$ cat config.mk
export PLATFORM = sky130hd
export DESIGN_NAME = uart_irq_ident
export DESIGN_NICKNAME = d
export VERILOG_FILES = /design/src/rtl/uart_iid_pkg.sv /design/src/rtl/iid_enable_reg.sv /design/src/rtl/iid_flags.sv /design/src/rtl/iid_prio.sv /design/src/rtl/uart_irq_ident.sv
export SDC_FILE = /design/constraint.sdc
export NUM_CORES = 1
export LEC_CHECK = 0
export ABC_AREA = 1
export BUFFER_PORTS_ARGS = -buffer_cell sky130_fd_sc_hd__buf_2
export CAP_MARGIN = 20
export CORE_AREA = 4 4 41 43
export DETAILED_ROUTE_END_ITERATION = 7
export DIE_AREA = 0 0 45 47
export GPL_TIMING_DRIVEN = 0
export HOLD_SLACK_MARGIN = 0.03
export SYNTH_ARGS = -nofsm -noshare
export SYNTH_HDL_FRONTEND = slang
export SYNTH_HIERARCHICAL = 1
export SYNTH_SLANG_ARGS = --single-unit
$ cat constraint.sdc
create_clock -name clk -period 1.4 [get_ports clk]
set_clock_uncertainty 0.05 [all_clocks]
set_input_delay 0.07 -clock clk [delete_from_list [all_inputs] [get_ports clk]]
set_output_delay 0.07 -clock clk [all_outputs]
set_load 0.1 [all_outputs]
$ cat src/rtl/uart_iid_pkg.sv
// Package: shared constants for the interrupt identification unit.
// Assumes an 8-bit identification byte and three interrupt sources.
package uart_iid_pkg;
    localparam int IID_W   = 8;
    localparam int SRC_N   = 3;
    // Source indices double as enable-bit positions.
    localparam int SRC_RX  = 0;
    localparam int SRC_TX  = 1;
    localparam int SRC_MS  = 2;
    localparam logic [IID_W-1:0] IID_NONE = 8'h01;
    localparam logic [IID_W-1:0] IID_RX   = 8'h04;
    localparam logic [IID_W-1:0] IID_TX   = 8'h02;
    localparam logic [IID_W-1:0] IID_MS   = 8'h06;
endpackage

$ cat src/rtl/iid_enable_reg.sv
// Holds the per-source enable bits written by the host.
// Assumes a single-cycle write strobe; reset clears all enables.
module iid_enable_reg #(
    parameter int WIDTH = 3
) (
    input  logic             clk,
    input  logic             rst_n,
    input  logic             wr,
    input  logic [WIDTH-1:0] wdata,
    output logic [WIDTH-1:0] en_q
);
    // Capture the enable byte on a write strobe.
    always_ff @(posedge clk) begin
        if (!rst_n)  en_q <= '0;
        else if (wr) en_q <= wdata;
    end
endmodule

$ cat src/rtl/iid_flags.sv
// Keeps the hidden transmitter-pending and modem-change flags.
// Assumes all event inputs are single-cycle pulses.
// The transmitter code shown during a read must be presented on tx_shown.
module iid_flags (
    input  logic clk,
    input  logic rst_n,
    input  logic thr_wr,
    input  logic tx_done,
    input  logic ien_wr,
    input  logic thre,
    input  logic msr_event,
    input  logic iid_rd,
    input  logic tx_shown,
    output logic pend_q,
    output logic msr_q
);
    logic pend_d;
    logic msr_d;

    // Transmit-pending next state: a data write beats a hand-off; a read consumes it last.
    always_comb begin
        pend_d = pend_q;
        if (thr_wr)                  pend_d = 1'b0;
        else if (tx_done)            pend_d = 1'b1;
        else if (ien_wr && thre)     pend_d = 1'b1;
        else if (iid_rd && tx_shown) pend_d = 1'b0;
    end

    // Modem-change next state: a new change survives a simultaneous read.
    always_comb begin
        msr_d = msr_q;
        if (msr_event)   msr_d = 1'b1;
        else if (iid_rd) msr_d = 1'b0;
    end

    // Register both flags.
    always_ff @(posedge clk) begin
        if (!rst_n) begin
            pend_q <= 1'b0;
            msr_q  <= 1'b0;
        end else begin
            pend_q <= pend_d;
            msr_q  <= msr_d;
        end
    end
endmodule

$ cat src/rtl/iid_prio.sv
// Fixed-priority encoder from enabled source requests to an identification code.
// Assumes index 0 is the highest priority; the code table comes from the package.
module iid_prio
    import uart_iid_pkg::*;
(
    input  logic [SRC_N-1:0] req,
    output logic [IID_W-1:0] code
);
    logic [IID_W-1:0] code_tab [SRC_N];

    // Build the per-source code table.
    always_comb begin
        code_tab[SRC_RX] = IID_RX;
        code_tab[SRC_TX] = IID_TX;
        code_tab[SRC_MS] = IID_MS;
    end

    // Walk from lowest to highest priority; the last active source wins.
    always_comb begin
        code = IID_NONE;
        for (int i = SRC_N - 1; i >= 0; i--) begin
            if (req[i]) code = code_tab[i];
        end
    end
endmodule

$ cat src/rtl/uart_irq_ident.sv
// Top of the interrupt identification unit: enables, hidden flags, priority encoder.
// Assumes the neighbouring register block supplies data_ready and thre as levels,
// and all access strobes as single-cycle pulses.
module uart_irq_ident
    import uart_iid_pkg::*;
(
    input  logic             clk,
    input  logic             rst_n,
    input  logic             ien_wr,
    input  logic [SRC_N-1:0] ien_wdata,
    input  logic             thr_wr,
    input  logic             tx_done,
    input  logic             thre,
    input  logic             data_ready,
    input  logic             msr_event,
    input  logic             iid_rd,
    output logic [IID_W-1:0] iid,
    output logic             irq
);
    logic [SRC_N-1:0] ien_q;
    logic [SRC_N-1:0] src_raw;
    logic [SRC_N-1:0] src_req;
    logic             pend_q;
    logic             msr_q;
    logic             tx_shown;

    iid_enable_reg #(.WIDTH(SRC_N)) u_en (
        .clk   (clk),
        .rst_n (rst_n),
        .wr    (ien_wr),
        .wdata (ien_wdata),
        .en_q  (ien_q)
    );

    iid_flags u_flags (
        .clk       (clk),
        .rst_n     (rst_n),
        .thr_wr    (thr_wr),
        .tx_done   (tx_done),
        .ien_wr    (ien_wr),
        .thre      (thre),
        .msr_event (msr_event),
        .iid_rd    (iid_rd),
        .tx_shown  (tx_shown),
        .pend_q    (pend_q),
        .msr_q     (msr_q)
    );

    // Gather raw source levels in priority order.
    always_comb begin
        src_raw         = '0;
        src_raw[SRC_RX] = data_ready;
        src_raw[SRC_TX] = pend_q;
        src_raw[SRC_MS] = msr_q;
    end

    // Mask each source with its enable bit.
    for (genvar g = 0; g < SRC_N; g++) begin : g_mask
        assign src_req[g] = src_raw[g] & ien_q[g];
    end

    iid_prio u_prio (
        .req  (src_req),
        .code (iid)
    );

    // A read consumes the pending flag only if it reported the transmitter code.
    assign tx_shown = (iid[2:0] == IID_TX[2:0]);
    // Request line follows any code other than "none".
    assign irq      = (iid != IID_NONE);
endmodule

### Word level (Yosys, flattened, before mapping)

Index checks and enable logic that the tools add are counted.

| word-level totals | value |
|---|---|
| flip-flop bits (word level) | 5 |
| logic and storage cells | 22 |
| bits of input ports | 12 |
| output and inout port bits | 9 |

| operators by class | value |
|---|---|
| reductions and logical operators | 5 |
| equality and inequality tests | 2 |
| bitwise operators | 4 |
| mux-type cells | 8 |

Operators by type and width:

| operator | count |
|---|---|
| 2-to-1 mux 3 bit | 3 |
| inequality test 8 x 1 -> 1 bit (second input constant) | 1 |
| 2-to-1 mux 1 bit | 5 |
| bitwise AND 1 bit | 3 |
| equality test 3 x 2 -> 1 bit (second input constant) | 1 |
| nonzero test 3 bit | 1 |
| logical AND 1 bit | 2 |
| nonzero test 2 bit | 1 |
| OR reduction 2 bit | 1 |
| inverter 1 bit | 1 |

### Logic depth before layout (Yosys ltp)

| depth | value |
|---|---|
| depth in word-level cells | 9 |
| mapped depth | 9 |
| gate-level depth less buffers | 9 |

### Modules after synthesis

The synthesis kept the hierarchy.

Modules (own cells, without submodules):

| module | cells each | times used | area an instance (sq um) | seq. area each (sq um) |
|---|---|---|---|---|
| iid_enable_reg | 18 | 1 | 116.4 | 60.1 |
| iid_flags | 11 | 1 | 83.8 | 40.0 |
| uart_irq_ident | 21 | 1 | 80.1 | 0.0 |
| iid_prio | 13 | 1 | 71.3 | 0.0 |

### Worst setup path after synthesis

OpenSTA, ideal clock, no wires.

| timing path | value |
|---|---|
| path kind | register -> output |
| start point | reg u_flags.msr_q |
| end point | out irq |
| data required time | 1.280 ns |
| buffers on the path | 0 |
| arrival | 2.800 ns |
| slack | -1.520 ns |
| cell stages (with the launch flop) | 9 |
| cells stage by stage | dfxtp_1 -> nand2_1 -> inv_1 -> inv_1 -> o21bai_1 -> inv_1 -> nand2_1 -> nor2_1 -> nand2_1 |

| between the ends | value |
|---|---|
| word-level cells in the longest chain between the ends | 5 |

Ends and longest elaborated chain:

| element | RTL line | RTL |
|---|---|---|
| start: declaration | iid_flags.sv:15 | `output logic msr_q` |
| start signal: assignment | iid_flags.sv:43 | `msr_q <= msr_d;` |
| bitwise AND 1 bit | uart_irq_ident.sv:59 | `assign src_req[g] = src_raw[g] & ien_q[g];` |
| via src_req[2] | uart_irq_ident.sv:22 | `logic [SRC_N-1:0] src_req;` |
| 2-to-1 mux 3 bit (3 in series) | iid_prio.sv:22 | `if (req[i]) code = code_tab[i];` |
| via iid[2] | uart_irq_ident.sv:17 | `output logic [IID_W-1:0] iid,` |
| inequality test 8 x 1 -> 1 bit | uart_irq_ident.sv:70 | `assign irq = (iid != IID_NONE);` |
| end: declaration | uart_irq_ident.sv:18 | `output logic irq` |

The timed path passes the listed nets, and every way through them passes these cells.

### Worst setup path in the final report

| timing path | value |
|---|---|
| start point | reg u_en.en_q[2] |
| end point | out iid[2] |

| between the ends | value |
|---|---|
| word-level cells in the longest chain between the ends | 4 |

Ends and longest elaborated chain:

| element | RTL line | RTL |
|---|---|---|
| start: declaration | iid_enable_reg.sv:10 | `output logic [WIDTH-1:0] en_q` |
| start signal: assignment | iid_enable_reg.sv:15 | `else if (wr) en_q <= wdata;` |
| bitwise AND 1 bit | uart_irq_ident.sv:59 |  |
| via src_req[2] | uart_irq_ident.sv:22 |  |
| 2-to-1 mux 3 bit (3 in series) | iid_prio.sv:22 |  |
| end: declaration | uart_irq_ident.sv:17 |  |

The timed path passes the listed nets, and every way through them passes these cells.

==> flow_summary.ini <==
[power]
swShare_pct = 41.1
power_uw = 545
p_leak_uw = 0.000347
pwr-share-comb_pct = 40.1
ir_drop_v = 0.000371
powerDensity_nw_per_um2 = 908
power_frac_seq_pct = 29.1
pwr-share-clk_pct = 30.8
netSwitchingPower_uw = 224
p_int_uw = 321

[placed_design]
placed_area_sq_um = 499
numPortBuffers = 15
hpwl_microns = 610
place.gp.congestion = 0.644

[worst_setup_path]
path_max_fanout = 3
ff2ff_setup_slack_ns = 0.16
arrival_ns = 1.34
worst_setup_path_end_kind = output pin
worst-endpoint-required_ns = 1.28
critPathKind = register to output pin
worstReg2RegStart = u_flags/pend_q$_SDFFE_PP0P_
critPathLaunchType = register
r2r_end = u_flags/pend_q$_SDFFE_PP0P_
reg2reg_depth = 9

[detailed_routing]
routed_wl_microns = 761
drt_iter0_drc = 2
drt-wirelength-per-cell_microns = 7.32
drc = 0
vias_per_cell = 3.87
first_pass_iters = 4
ant_nets = 0
vias = 402

[layout]
diodes = 0
mostFrequentLayoutCell = nand2_1
fin_area_sq_um = 601
drive_above_1_share_pct = 48.3
multi_input_area_sq_um = 226
seqCellArea_sq_um = 103
fill_cells = 156
syn_to_final_growth_pct = 70.8
most-common-layout-cells = nand2_1, buf_2, inv_1
final_nets = 102

[clocking]
clk_pin_slew_ns = 0.05
root_buffer = clkbuf_4
cts_tree = yes
cts_htree_levels = 1
cts_buffer_depth = 2
cts.sinks = 5
clock_latency_ns = 0.24
post_cts_buffers = 0
numCtsBuffers = 3

[floorplanning]
fp.dieH_microns = 47
dieArea_sq_um = 2120
coreArea_sq_um = 1300
initial_utilization_pct = 27.0
num_rows = 13
io_pins = 21
die_w_microns = 45

[global_routing]
grt_pass1_vias = 335
grt_max_degree = 8
antenna_found_initial = 0
grt.overflow.total = 0
global_route.usage.total_pct = 8.06
grt_pass1_wl_mm = 1.22

[synthesis]
syn_area_per_cell_sq_um = 5.58
synth_top_area_cell = dfxtp_1
seq_area_frac_synth_pct = 28.5
synth_area_sq_um = 352
synthCells = 63
synth-seq-cells = 5
synth_top_area_share_pct = 28.5
yosys_warnings = 6
synthTopCellsByArea = dfxtp_1, nand2_1, inv_1, nor2_1, buf_4
ys_types = 12

[timing]
rsz0062_at_grt = yes
timing.final.ws_setup_ns = -0.0646
hold_viol = 0
fin_crit_ns = 1.46
fmax_mhz = 683
fin_crit_sh_pct = 105
slew_violations = 0
finalSetupViolCount = 2
tns_ns = -0.116

[run_status]
status = complete, but fails checks
violations = negative setup slack

[run]
maxCapViolations = 0

[min_path]
whs_endpoint = u_en/en_q[1]$_SDFFE_PN0P_
hold_start = rst_n
holdPathStages = 3
hp-class = input pin to register
==> cell usage after synthesis <==
| cell type | instances |
|---|---|
| nand2_1 | 18 |
| inv_1 | 16 |
| nor2_1 | 12 |
| buf_4 | 5 |
| dfxtp_1 | 5 |
| a21oi_1 | 1 |
| a21oi_2 | 1 |
| conb_1 | 1 |
| inv_2 | 1 |
| nor3_1 | 1 |
| o21a_1 | 1 |
| o21bai_1 | 1 |
==> what timing repair did <==
item                       in CTS  in global routing
hold endpoints to repair        2                  0
setup endpoints to repair       4                  3
gates resized for setup         7                 10
pin swaps                       0                  8
hold buffers                    3                  0
==> cell type report <==
class	instances	area share (%)
buffer	5	6.25
sequential	5	17.1
timing repair buffer	18	20.8
clock buffer	4	4.38
inverter	17	10.6
tap	15	3.13
multi-input combinational	40	37.7
==> routing by layer <==
layer	track usage, %	share of wire, %	up-vias
met5	0	0	-
met4	7.02	0	0
met3	1.15	14	0
met2	14.4	50	20
met1	8.20	36	163
li1	-	-	219
==> power groups by stage <==
stage | Sequential, uW | Clock [uW] | Combinational, uW
3_3_place_gp | 159 | 0 | 198
3_5_place_dp | 159 | 0 | 200
6_report | 159 | 168 | 219
4_1_cts | 157 | 175 | 211
2_1_floorplan | 158 | 0 | 170
5_1_grt | 160 | 183 | 233
==> cells by family after synthesis <==
logic type	after synthesis	synth area share, %
AO/OA/AOI/OAI	4	8.19
buffers and inverters	22	28.8
flip-flops	5	28.5
other	1	1.07
AND/OR/NAND/NOR	31	33.4
==> stage by stage <==
| stage | utilization (%) | hold slack, ns | instances | worst slack, ns |
|---|---|---|---|---|
| 2_1_floorplan | - | 0.137 | 67 | -0.231 |
| 3_3_place_gp | 38.4 | 0.236 | 97 | -0.0247 |
| 3_5_place_dp | 38.4 | 0.235 | 97 | -0.0453 |
| 4_1_cts | 44.2 | 0.0365 | 104 | -0.117 |
| 5_1_grt | 46.2 | 0.0549 | 104 | -0.153 |
| 6_report | 46.2 | 0.0361 | 104 | -0.0646 |
==> worst max-delay path: stages (launching register included) <==
cell and delay [ns]:
dfxtp_1 0.33, nand2_1 0.07, inv_2 0.08, inv_2 0.06, o21bai_4 0.12, buf_2 0.45
==> how the worst max path moves through the flow <==
stage | start | to | slack, ns | depth (start not counted)
after floorplan | u_en/en_q[2]$_SDFFE_PN0P_ | irq | -0.23 | 8
after global placement | u_en/en_q[0]$_SDFFE_PN0P_ | irq | -0.02 | 8
after detailed placement | u_en/en_q[0]$_SDFFE_PN0P_ | irq | -0.05 | 8
after CTS | u_en/en_q[0]$_SDFFE_PN0P_ | iid[2] | -0.12 | 4
after global routing | u_en/en_q[2]$_SDFFE_PN0P_ | irq | -0.15 | 9
final | u_en/en_q[2]$_SDFFE_PN0P_ | iid[2] | -0.06 | 5
==> registers in the layout, indices dropped and copies added, names as in the netlist <==
signal and count:
u_en/en_q 3, u_flags/msr_q 1, u_flags/pend_q 1
Note: power is estimated with default switching activity, not from simulation.
